### src/rtl/tms_pkg.sv
`timescale 1ns/1ps
package tms_pkg;

    // Control decoded from the step counter for the current cycle.
    typedef struct packed {
        logic capture;   // sample logic_i on this cycle
        logic last;      // this capture completes the window
    } win_ctl_t;

    // Minimum number of ones that forms a strict majority of n samples.
    function automatic int maj_threshold(input int n);
        return (n + 1) / 2;
    endfunction

    // Width of a counter that must represent the value n.
    function automatic int cnt_width(input int n);
        return (n < 2) ? 1 : $clog2(n + 1);
    endfunction

endpackage

### src/rtl/tms_window.sv
`timescale 1ns/1ps
module tms_window
    import tms_pkg::*;
#(
    parameter int DEPTH   = 4,
    parameter int SAMPLES = 3
) (
    input  logic     clk,
    input  logic     rst,
    input  logic     start_i,
    input  logic     step_i,
    output win_ctl_t ctl_o,
    output logic     busy_o,
    output logic     overlap_o
);
    localparam int CW = cnt_width(DEPTH + SAMPLES);
    localparam logic [CW-1:0] FIRST_STROBE = CW'(DEPTH);
    localparam logic [CW-1:0] LAST_STROBE  = CW'(DEPTH + SAMPLES - 1);

    logic [CW-1:0] count_q;
    logic [CW-1:0] count_nxt;
    logic          busy_q;
    logic          overlap_q;

    assign count_nxt = count_q + CW'(1);

    always_comb begin
        ctl_o         = '0;
        ctl_o.capture = busy_q && step_i &&
                        (count_nxt >= FIRST_STROBE) && (count_nxt <= LAST_STROBE);
        ctl_o.last    = ctl_o.capture && (count_nxt == LAST_STROBE);
    end

    always_ff @(posedge clk) begin
        if (rst) begin
            count_q   <= '0;
            busy_q    <= 1'b0;
            overlap_q <= 1'b0;
        end else begin
            overlap_q <= start_i && busy_q;
            if (!busy_q) begin
                if (start_i) begin
                    busy_q  <= 1'b1;
                    count_q <= '0;
                end
            end else if (step_i) begin
                count_q <= count_nxt;
                if (ctl_o.last) begin
                    busy_q <= 1'b0;
                end
            end
        end
    end

    assign busy_o    = busy_q;
    assign overlap_o = overlap_q;

endmodule

### src/rtl/tms_sampler.sv
`timescale 1ns/1ps
module tms_sampler #(
    parameter int WIDTH   = 8,
    parameter int SAMPLES = 3
) (
    input  logic                            clk,
    input  logic                            rst,
    input  logic                            shift_i,
    input  logic [WIDTH-1:0]                data_i,
    output logic [WIDTH-1:0][SAMPLES-1:0]   nxt_o
);
    logic [WIDTH-1:0][SAMPLES-1:0] hist_q;

    for (genvar b = 0; b < WIDTH; b++) begin : g_bit
        assign nxt_o[b] = {hist_q[b][SAMPLES-2:0], data_i[b]};

        always_ff @(posedge clk) begin
            if (rst) begin
                hist_q[b] <= '0;
            end else if (shift_i) begin
                hist_q[b] <= nxt_o[b];
            end
        end
    end

endmodule

### src/rtl/tms_voter.sv
`timescale 1ns/1ps
module tms_voter
    import tms_pkg::*;
#(
    parameter int WIDTH   = 8,
    parameter int SAMPLES = 3
) (
    input  logic [WIDTH-1:0][SAMPLES-1:0] hist_i,
    output logic [WIDTH-1:0]              maj_o
);
    localparam int NW  = cnt_width(SAMPLES);
    localparam int THR = maj_threshold(SAMPLES);

    for (genvar b = 0; b < WIDTH; b++) begin : g_bit
        logic [NW-1:0] ones;

        always_comb begin
            ones = '0;
            for (int j = 0; j < SAMPLES; j++) begin
                ones = ones + NW'(hist_i[b][j]);
            end
        end

        assign maj_o[b] = (ones >= NW'(THR));
    end

endmodule

### src/rtl/tms_corrector.sv
`timescale 1ns/1ps
module tms_corrector
    import tms_pkg::*;
#(
    parameter int WIDTH   = 8,
    parameter int DEPTH   = 4,
    parameter int SAMPLES = 3
) (
    input  logic             clk,
    input  logic             rst,
    input  logic             start_i,
    input  logic             step_i,
    input  logic [WIDTH-1:0] logic_i,
    output logic [WIDTH-1:0] vote_o,
    output logic             done_o,
    output logic             overlap_o
);
    // sample count must be odd and at least three
    initial begin
        a_r1_sample_count: assert (SAMPLES >= 3 && (SAMPLES % 2) == 1);
    end

    win_ctl_t                      ctl;
    logic                          busy;
    logic [WIDTH-1:0][SAMPLES-1:0] hist_nxt;
    logic [WIDTH-1:0]              maj;
    logic [WIDTH-1:0]              vote_q;
    logic                          done_q;

    tms_window #(.DEPTH(DEPTH), .SAMPLES(SAMPLES)) u_win (
        .clk       (clk),
        .rst       (rst),
        .start_i   (start_i),
        .step_i    (step_i),
        .ctl_o     (ctl),
        .busy_o    (busy),
        .overlap_o (overlap_o)
    );

    tms_sampler #(.WIDTH(WIDTH), .SAMPLES(SAMPLES)) u_smp (
        .clk     (clk),
        .rst     (rst),
        .shift_i (ctl.capture),
        .data_i  (logic_i),
        .nxt_o   (hist_nxt)
    );

    tms_voter #(.WIDTH(WIDTH), .SAMPLES(SAMPLES)) u_vote (
        .hist_i (hist_nxt),
        .maj_o  (maj)
    );

    always_ff @(posedge clk) begin
        if (rst) begin
            vote_q <= '0;
            done_q <= 1'b0;
        end else begin
            done_q <= ctl.last;
            if (ctl.last) begin
                vote_q <= maj;
            end
        end
    end

    assign vote_o = vote_q;
    assign done_o = done_q;

endmodule

### config.mk
export PLATFORM = sky130hd
export DESIGN_NAME = tms_corrector
export DESIGN_NICKNAME = d
export VERILOG_FILES = /design/src/rtl/tms_pkg.sv /design/src/rtl/tms_window.sv /design/src/rtl/tms_sampler.sv /design/src/rtl/tms_voter.sv /design/src/rtl/tms_corrector.sv
export SDC_FILE = /design/constraint.sdc
export NUM_CORES = 1
export LEC_CHECK = 0
export ABC_CLOCK_PERIOD_IN_PS = 2800
export BUFFER_PORTS_ARGS = -buffer_cell sky130_fd_sc_hd__buf_2
export CORE_ASPECT_RATIO = 1.4
export CORE_UTILIZATION = 35
export CTS_CLUSTER_SIZE = 24
export DETAILED_ROUTE_END_ITERATION = 6
export HOLD_SLACK_MARGIN = 0.1
export SYNTH_ARGS = -nofsm -noshare
export SYNTH_HDL_FRONTEND = slang
export SYNTH_HIERARCHICAL = 1
export SYNTH_SLANG_ARGS = --single-unit
export TNS_END_PERCENT = 20
### constraint.sdc
create_clock -name clk -period 2.8 [get_ports clk]
set_clock_uncertainty 0.1 [all_clocks]
set_input_delay 0.42 -clock clk [delete_from_list [all_inputs] [get_ports clk]]
set_output_delay 0.42 -clock clk [all_outputs]
set_load 0.05 [all_outputs]
Word-level counts from Yosys, hierarchy flattened
Index checks and enable logic that the tools add are counted.
W data, S select, Z words.

storage, ports and cells
  register bits = 30
  RAM bits = 0
  latch bits = 0
  memories kept = 0
  output and inout bits = 10
  word-level logic and storage cells = 56
  bits in read-only memories = 0
  input bits = 12

cells by class
  multiply operators = 0
  reduce and logical (&&, ||, !) cells = 7
  $lt $le $gt $ge = 10
  multiplexer cells = 7
  equal/unequal tests = 2
  bitwise logic cells = 0
  $add $sub $neg = 17
  shifts and indexed selects = 0
  divide/modulo/power cells = 0

operators with widths
  operator               count
  $add A1 B1 Y2          8
  $add A2 B1 Y2          8
  $ge A2 B2 Y1 const B   8
  $mux W3                3
  $logic_and A1 B1 Y1    5
  $mux W1                4
  $add A3 B1 Y3 const B  1
  $eq A3 B3 Y1 const B   1
  $ge A3 B3 Y1 const B   1
  $le A3 B3 Y1 const B   1
  $ne A2 B2 Y1 const B   1
  $reduce_and A2 Y1      1
  $reduce_bool A2 Y1     1

Logic depth before layout (Yosys ltp)
  depth after elaboration = 8
  gate-level depth with buffers = 8
  mapped depth without buffers = 6

Hierarchy
Netlist, hierarchy kept.

by module, submodules not included
  module         cells each  seq. area each (sq um)  area each (sq um)  instances
  tms_sampler    60          320.3                   640.6              1
  tms_corrector  28          180.2                   312.8              1
  tms_window     28          100.1                   246.5              1
  tms_voter      16          0.0                     160.2              1

Worst setup path before layout
No wires, ideal clock.

  kind = reg2reg
  start = register u_win.count_q[0]
  end = register u_smp.hist_q (netlist bit u_smp/nxt_o[10])
  buffers on the path = 2
  slack = 1171 ps
  data arrival time = 1412 ps
  clock period less this slack = 1629 ps
  data required time = 2583 ps
  library setup time = 117 ps
  stages on the path, launching flop included = 9
  cell sequence = dfxtp_1 > ha_1 > xor2_1 > nand3_1 > a21oi_1 > buf_6 > buf_12 > mux2i_1 > nor2_1

RTL lines
  item                           RTL line           text
  start, declared                tms_window.sv:20   logic [CW-1:0] count_q;
  start signal, assigned         tms_window.sv:47   count_q <= count_nxt;
  end signal, assigned by index  tms_sampler.sv:21  hist_q[b] <= nxt_o[b];
  end, declared                  tms_sampler.sv:12  logic [WIDTH-1:0][SAMPLES-1:0] hist_q;

==> flow_summary.ini <==
[timing]
worst_slack_ns = 1.01
timing.setup.tns_ns = 0
worstMarginPinSlew_ns = 0.529
fmax_mhz = 560
finalSetupViolations = 0
min_period_ns = 1.79
slew_violations = 0
rsz0062_at_grt = no
fin_crit_sh_pct = 63.8
maxSlewHeadroom_pct = 64.8
hold_viol = 0

[synthesis]
synth_seq_cells = 30
avgSynthCellArea_um2 = 10.3
synth_adder_area_share_pct = 8.28
seq_area_frac_synth_pct = 44.2
synth_edf_count = 0
netlist_instances = 132
synth_compound_area_share_pct = 7.54
async_reset_ff_share_pct = 0
synth_cell_types = 23
yosys.area_share.simple_pct = 11.3
synth_ff_type = dfxtp_1
synth_top_family_by_area = multiplexers
syn_area_mm2 = 0.00136
synth-xor-area-share_pct = 0.644
ys_warn_count = 6
syn_nets = 153
synth.area.mux_share_pct = 18.4

[power_and_ir_drop]
p_clk_share_pct = 42.6
seqPwrFrac_pct = 53.3
power.leakage_nw = 0.679
swShare_pct = 21.3
p_comb_share_pct = 4.1
p_int_mw = 0.639
peakVddDrop_mv = 0.449
p_switching_mw = 0.173
power_density_mw_per_mm2 = 541

[worst_setup_path]
regToRegStartpoint = u_win/count_q[0]
critPathLaunch = u_win/count_q[0]
crit_type = register to register
cp.required_ns = 2.84
worstSetupEndpointType = register
cpMaxStageDelayCell = dfxtp_1
arrival_ns = 1.83
critPathMaxStageDelay_ns = 0.35
path_max_fanout = 16
worstPathCellList = ha_1 > xor2_1 > nand3_1 > a21oi_2 > buf_4 > mux2i_1 > nor2_1
worst_setup_path_start_kind = register

[cts]
cts_setup_buffers = 0
cts_buffers = 5
cts_tree = done
worstSkewPairLatency_ns = 0.27
clk_pin_slew_worst_paths_ns = 0.06
h-tree-depth = 2
cts-root-buf = clkbuf_8
cts.sinks = 30
postCtsResizedCells = 0
ctsHoldBuffers = 0
cts_buffer_depth = 2

[global_routing]
antenna_found_initial = 0
overflow = 0
grtUsageTotal_pct = 12.4
grt_first_pass_wirelength_um = 3610
grt_max_degree = 31
first_global_vias = 863

[place]
place_ws_ns = 1.03
hpwlAfterDp_um = 1560
portBuffers = 21
routabilityCongestion = 0.647

[cells_and_area]
drive_gt1_share_pct = 22.3
antennaDiodeCount = 0
area_delta_synth_final_pct = 10.3
nets = 168

[worst_hold_path]
hp-start = start_i
hold_class = primary input to register

[routing]
wl_per_cell_um = 11.7
wl_um = 2230
via_per_inst = 4.83
drtIter0Drc = 13
drc_errors = 0
drt_pass1_iterations = 4
vias = 917
ant_nets = 0

[floorplanning]
ios = 22
die_y_um = 75.8
rows = 26
die-area_mm2 = 0.00414
die_w_um = 54.7
start_util_pct = 37.0
core_mm2 = 0.00368

[job]
drv_cap = 0

[run_status]
status = finished, final reports clean
through the flow:
| step | hold slack (ns) | util (%) | std cells | area [um^2] | power, mW |
|---|---|---|---|---|---|
| floorplan | 0.358 | - | 132 | 1360 | 0.470 |
| CTS | 0.295 | 40.8 | 190 | 1500 | 0.826 |
| global route | 0.297 | 40.8 | 190 | 1500 | 0.850 |
| global placement | 0.367 | 38.3 | 182 | 1410 | 0.474 |
| finish | 0.303 | 40.8 | 190 | 1500 | 0.812 |
| detailed placement | 0.380 | 38.3 | 182 | 1410 | 0.476 |
layout by cell type, fill, tap and decap left out, types with 2 or more instances in the layout:
cell type / count
nand2_1: 4
nor3_1: 2
a21o_1: 8
mux2i_1: 25
nor2_1: 28
dfxtp_1: 30
buf_2: 21
buf_4: 2
ha_1: 9
clkbuf_8: 6
power groups by stage:
stage | sequential, mW | combinational [mW] | clock, mW
finish | 0.433 | 0.0332 | 0.346
floorplan | 0.442 | 0.0274 | 0
detailed placement | 0.442 | 0.0333 | 0
global placement | 0.442 | 0.0317 | 0
CTS | 0.433 | 0.0334 | 0.360
global route | 0.433 | 0.0368 | 0.380
worst max-delay path, delay by kind of cell (launching register included):
family / cells / cell delay, ns
AO/OA/AOI/OAI: 1 / 0.12
XOR/XNOR: 1 / 0.19
adder cells (fa/ha/maj): 1 / 0.22
buffers and inverters: 1 / 0.28
flip-flops: 1 / 0.35
multiplexers: 1 / 0.23
AND/OR/NAND/NOR: 2 / 0.16
registers in the layout, indices dropped and copies added (netlist names):
name             cells
u_win/count_q        3
vote_o               8
u_win/busy_o         1
done_o               1
u_smp/nxt_o         16
u_win/overlap_o      1
cells in the mapped netlist, drive strengths merged (2+ instances only):
library cell,n,area share [%]
nor3,2,0.74
a21o,8,4.4
a21oi,2,0.74
nand2,4,1.1
mux2i,25,18
buf,14,9.0
ha,9,8.3
dfxtp,30,44
nor2,28,7.7
cell families (layout without fill, tap and decap cells):
group / after synthesis / in the layout
simple gates: 37 / 37
flops: 30 / 30
mux: 25 / 25
buf+inv: 16 / 32
compound gates: 14 / 14
fa+ha+maj: 9 / 9
xor+xnor: 1 / 1
routing by layer:
metal / share of wire, % / global-route usage [%]
met4: 0 / 6.84
met5: 0 / 0
met2: 52 / 20.6
met1: 44 / 13.4
met3: 4.3 / 4.19
final timing paths:
kind                endpoint  slack, ns  cells after the start
max          u_smp/nxt_o[13]       1.01                      7
min          u_win/overlap_o       0.30                      3
min reg2reg        vote_o[1]       0.39                      2
max reg2reg  u_smp/nxt_o[13]       1.01                      7
cell type report:
type / count / area, um^2
clock buffer: 7 / 86.3
clock inverter: 1 / 5.00
fill: 379 / 2180
inverter: 1 / 3.75
multi-input combinational: 86 / 632
sequential: 30 / 601
tap: 42 / 52.6
timing repair buffer: 23 / 120
Note: power is estimated with default switching activity, not from simulation.
